<file path="src/rtl/prio_irq_pkg.sv">
package prio_irq_pkg;
    localparam int LINES  = 8;
    localparam int LVL_W  = $clog2(LINES);
    localparam int DATA_W = 8;

    typedef enum logic [1:0] {
        STEP_RUN,
        STEP_VEC,
        STEP_CASC,
        STEP_MODE
    } init_step_e;

    typedef struct packed {
        init_step_e          step;
        logic                want_mode;
        logic                solo;
        logic [LINES-1:0]    irr;
        logic [LINES-1:0]    isr;
        logic [LINES-1:0]    imr;
        logic [LINES-1:0]    prev;
        logic [LVL_W-1:0]    lowest;
        logic                sel_isr;
        logic                poll_pend;
        logic [DATA_W-1:0]   vec_base;
        logic [DATA_W-1:0]   casc_word;
    } pic_state_t;
endpackage

</file>
<file path="src/rtl/pic_prio_pick.sv">
module pic_prio_pick #(
    parameter int N = 8,
    parameter int W = $clog2(N)
) (
    input  logic [N-1:0] vec,
    input  logic [W-1:0] top_lvl,
    output logic         found,
    output logic [W-1:0] rank,
    output logic [W-1:0] lvl
);
    // Walk from lowest rank to highest so the highest-ranked hit is kept.
    always_comb begin
        found = 1'b0;
        rank  = '0;
        lvl   = '0;
        for (int i = N - 1; i >= 0; i--) begin
            logic [W-1:0] idx;
            idx = W'(top_lvl + W'(i));
            if (vec[idx]) begin
                found = 1'b1;
                rank  = W'(i);
                lvl   = idx;
            end
        end
    end
endmodule

</file>
<file path="src/rtl/prio_irq_ctrl.sv">
module prio_irq_ctrl
    import prio_irq_pkg::*;
(
    input  logic              clk,
    input  logic              rst_n,
    input  logic              reg_wr,
    input  logic              reg_rd,
    input  logic              reg_addr,
    input  logic [DATA_W-1:0] reg_wdata,
    output logic [DATA_W-1:0] reg_rdata,
    input  logic [LINES-1:0]  irq_in,
    output logic              int_out,
    output logic [DATA_W-1:0] vec_base,
    output logic [DATA_W-1:0] casc_word
);
    pic_state_t st_q, st_d;

    logic [LVL_W-1:0] top_lvl;
    logic             rq_found, is_found;
    logic [LVL_W-1:0] rq_rank, rq_lvl, is_rank, is_lvl;
    logic             req_ok;
    logic             in_run;
    logic             poll_rd;
    logic [LINES-1:0] rise;

    assign top_lvl = LVL_W'(st_q.lowest + 1'b1);
    assign in_run  = (st_q.step == STEP_RUN);

    pic_prio_pick #(.N(LINES)) u_pick_req (
        .vec     (st_q.irr & ~st_q.imr),
        .top_lvl (top_lvl),
        .found   (rq_found),
        .rank    (rq_rank),
        .lvl     (rq_lvl)
    );

    pic_prio_pick #(.N(LINES)) u_pick_isr (
        .vec     (st_q.isr),
        .top_lvl (top_lvl),
        .found   (is_found),
        .rank    (is_rank),
        .lvl     (is_lvl)
    );

    assign req_ok  = rq_found && (!is_found || (rq_rank < is_rank));
    assign int_out = req_ok;
    assign poll_rd = reg_rd && !reg_addr && st_q.poll_pend;
    assign rise    = irq_in & ~st_q.prev;

    assign vec_base  = st_q.vec_base;
    assign casc_word = st_q.casc_word;

    always_comb begin
        if (reg_addr)
            reg_rdata = st_q.imr;
        else if (st_q.poll_pend)
            reg_rdata = {req_ok, {(DATA_W-1-LVL_W){1'b0}},
                         (req_ok ? rq_lvl : {LVL_W{1'b1}})};
        else if (st_q.sel_isr)
            reg_rdata = st_q.isr;
        else
            reg_rdata = st_q.irr;
    end

    always_comb begin
        st_d      = st_q;
        st_d.prev = irq_in;

        if (poll_rd) begin
            st_d.poll_pend = 1'b0;
            if (req_ok) begin
                st_d.isr[rq_lvl] = 1'b1;
                st_d.irr[rq_lvl] = 1'b0;
            end
        end

        if (reg_wr) begin
            if (!reg_addr) begin
                if (reg_wdata[4]) begin
                    st_d.step      = STEP_VEC;
                    st_d.want_mode = reg_wdata[0];
                    st_d.solo      = reg_wdata[1];
                    st_d.irr       = '0;
                    st_d.isr       = '0;
                    st_d.lowest    = LVL_W'(LINES - 1);
                    st_d.sel_isr   = 1'b0;
                    st_d.poll_pend = 1'b0;
                end else if (reg_wdata[3]) begin
                    if (reg_wdata[2])
                        st_d.poll_pend = 1'b1;
                    if (reg_wdata[1])
                        st_d.sel_isr = reg_wdata[0];
                end else begin
                    case (reg_wdata[7:5])
                        3'b001: if (is_found) st_d.isr[is_lvl] = 1'b0;
                        3'b011: st_d.isr[reg_wdata[LVL_W-1:0]] = 1'b0;
                        3'b110: st_d.lowest = reg_wdata[LVL_W-1:0];
                        default: ;
                    endcase
                end
            end else if (in_run) begin
                st_d.imr = reg_wdata;
            end else begin
                case (st_q.step)
                    STEP_VEC: begin
                        st_d.vec_base = reg_wdata;
                        if (!st_q.solo)
                            st_d.step = STEP_CASC;
                        else
                            st_d.step = st_q.want_mode ? STEP_MODE : STEP_RUN;
                    end
                    STEP_CASC: begin
                        st_d.casc_word = reg_wdata;
                        st_d.step = st_q.want_mode ? STEP_MODE : STEP_RUN;
                    end
                    default: st_d.step = STEP_RUN;
                endcase
            end
        end

        st_d.irr = st_d.irr | rise;
    end

    always_ff @(posedge clk) begin
        if (!rst_n) begin
            st_q           <= '0;
            st_q.step      <= STEP_RUN;
            st_q.imr       <= '1;
            st_q.lowest    <= LVL_W'(LINES - 1);
        end else begin
            st_q <= st_d;
        end
    end
endmodule

</file>
<file path="config.mk">
export PLATFORM = sky130hd
export DESIGN_NAME = prio_irq_ctrl
export DESIGN_NICKNAME = d
export VERILOG_FILES = /design/src/rtl/prio_irq_pkg.sv /design/src/rtl/pic_prio_pick.sv /design/src/rtl/prio_irq_ctrl.sv
export SDC_FILE = /design/constraint.sdc
export NUM_CORES = 1
export LEC_CHECK = 0
export BUFFER_PORTS_ARGS = -buffer_cell sky130_fd_sc_hd__buf_2
export CAP_MARGIN = 20
export CORE_ASPECT_RATIO = 1.1
export CORE_MARGIN = 3
export CORE_UTILIZATION = 60
export CTS_CLUSTER_DIAMETER = 120
export DETAILED_ROUTE_END_ITERATION = 6
export GPL_TIMING_DRIVEN = 0
export PLACE_DENSITY_LB_ADDON = 0.05
export SLEW_MARGIN = 10
export SYNTH_ARGS = -nofsm -noshare
export SYNTH_HDL_FRONTEND = slang
export SYNTH_SLANG_ARGS = --single-unit
</file>
<file path="constraint.sdc">
create_clock -name clk -period 5.87 [get_ports clk]
set_input_delay 1.174 -clock clk [delete_from_list [all_inputs] [get_ports clk]]
set_output_delay 1.174 -clock clk [all_outputs]
set_load 0.1 [all_outputs]
</file>
==> impl_results.md <==
* Status: complete, no violations
* Kind of end point of the critical path: primary output
* CTS buffer count at 9
* Final GP Congestion at 0.907
* Max cap viols at 0
* Die area at 0.00934 mm2
* Slew margin rel. at 43.0%
* ANT nets after route at 0
* Peak supply drop at 226 uV
* Share of the synthesized area in the top cell type at 23.2%
* Worst Tran Pin Value at 847 ps
* Main area contributors after synthesis: dfxtp_1 23%, mux4_2 12%, nand2_1 8.5%
* Count leader, synth: nand2_1
* DRC at 0
* Yosys cell types at 76
* Pin count of the biggest net entering global routing at 11
* Final Core Density at 71.7%
* IO Count at 46
* Pwr dens at 193 mW/mm2
* Finish-stage setup viols at 0
* Total wire length at 15000 um
* FP Rows at 34
* CP Data Required Time at 4700 ps
* Core Footprint at 0.00796 mm2
* Final #Nets at 674
* Share of cells above drive strength 1 at 24.1%
* Asr flop ratio synth at 0%
* Seq cells post-synth at 57
* Final hold violation count at 0
* Reg2reg setup slack at 1610 ps
* Cell accounting for the most synthesized area: dfxtp_1
* Post-synth EDFFs at 0
* Ys flop type: dfxtp_1
* Synth Warn # at 0
* Tcrit/Tclk final at 97.8%
* Initial Util at 62.0%
* Total gr overflow at 0
* Final Skew at 6.16 ps
* Syn nets at 618
* Port bufs at 44
* CTS Hold Buffers Added at 0
* Global-route wire length before repair at 24000 um
* Clk sinks at 57
* Post-synth top cells: 111 x nand2_1, 57 x dfxtp_1, 26 x mux4_2
* Syn avg cell area at 8.35 um2
* Max Freq at 174 MHz
* Cell count after synthesis at 590
* Routed len/inst at 19.8 um
* Root Buffer: clkbuf_8
* Layout area overhead at 15.8%
* Final setup margin at 128 ps
* Setup_tns at 0 ps
* DPL Wire Length at 11400 um
* TritonRoute pass-1 iters at 7
* Initial antenna violation count at 0
* Worst hold path class: reg2reg
* Die height at 101 um
* Crit-path max FO at 10
* Max-slew violations at 0
* Final min period at 5740 ps
* Pre-CTS WS at -238 ps
* Vias at 4964
* CTS tree: yes
* Worst Setup Start Kind: register
* Vias per inst at 6.54
* Clk buf depth at 2
* Die width at 92.4 um
* Vias in the first global route at 4782
* Synth Cell Area at 0.00493 mm2
* Clk slew on worst S/H paths at 70 ps
* Initial DRC Count at 373
* Sequential area share after synthesis at 23.2%
* Arr. time, crit path at 4570 ps
* Insertion delay to the later sink of the worst-skew pair at 340 ps
* Antenna diode count at 0
* Crit path kind: reg2out
* LEAKAGE at 2.30 nW
* FILL cells at 644
* Htree depth at 3
* Tot GR Track Use at 32.8%
==> flip-flops by register name, indices dropped and copies added (netlist names) <==
signal and cells:
st_q 41, casc_word 8, vec_base 8
==> cell families (layout without fill, tap and decap cells) <==
group                    count (synthesis)  count (layout)  synth area share [%]
flip-flops                              57              57                  23.2
AND/OR/NAND/NOR                        243             243                  25.0
multiplexers                            58              58                  19.0
XOR/XNOR                                 7               7                  2.56
AO/OA/AOI/OAI                          145             145                  20.8
buffers and inverters                   73             134                  7.67
adder cells (fa/ha/maj)                  7               7                  1.78
==> per-stage QoR <==
step / std cells / hold slack, ps / power, mW / instance area (um2)
6_report: 759 / 421 / 1.10 / 5710
4_1_cts: 759 / 422 / 1.09 / 5630
5_1_grt: 759 / 443 / 1.14 / 5710
2_1_floorplan: 590 / 389 / 0.606 / 4970
3_5_place_dp: 742 / 422 / 0.665 / 5320
3_3_place_gp: 742 / 393 / 0.660 / 5320
==> layout by cell type (no fill, tap or decap), types with 19 or more instances in the layout <==
master / count
buf_4: 19
a21oi_1: 24
nand2_1: 110
clkbuf_1: 22
dfxtp_1: 56
mux4_2: 26
nand3_1: 25
buf_2: 44
nor2_1: 25
==> routing by layer <==
layer  global-route usage (%)  share of wire [%]
met5                        0                  0
met4                     16.8                4.1
met3                     5.38                7.8
met2                     58.4                 51
met1                     37.8                 37
==> worst max-delay path, stage by stage, from the launching register on <==
cell and delay [ps]:
dfxtp_4 400, inv_4 80, clkbuf_8 180, ha_1 300, buf_4 200, clkbuf_4 280, mux4_2 440, mux2_2 340
o32ai_1 280, nand2_1 100, nand3_1 110, ha_1 240, o21ai_1 130, nand2b_1 70, a22o_1 230, o31ai_4 130
nand2_2 180, o21a_1 190, o21ai_4 150, buf_12 190
==> timing repair <==
| item | in CTS | in global routing |
|---|---|---|
| cloned | 0 | 0 |
| endpoints found under the hold margin | 0 | 0 |
| resized for setup | 17 | 19 |
| setup endpoints to repair | 5 | 5 |
| buffers inserted | 1 | 0 |
==> cell type report <==
type                       instances  area (um2)  area share [%]
buffer                            53         329            5.77
clock buffer                      12         165            2.89
clock inverter                     4        73.8            1.29
inverter                          20        80.1            1.40
multi-input combinational        460        3520            61.7
sequential                        57        1140            20.1
tap                              108         135            2.37
timing repair buffer              45         255            4.47
==> path summary, 6_finish.rpt <==
check | depth (start not counted) | end | start
min reg2reg | 1 | st_q[49] | st_q[25]
max | 19 | reg_rdata[7] | st_q[18]
max reg2reg | 18 | st_q[45] | st_q[18]
min | 1 | st_q[49] | st_q[25]
==> where the power goes <==
part           leakage, nW  switching, mW  internal (mW)
Combinational         1.71          0.168         0.0853
Sequential           0.466         0.0207          0.401
Clock                0.123          0.154          0.273
Total                 2.30          0.342          0.760
Note: power is estimated with default switching activity, not from simulation.
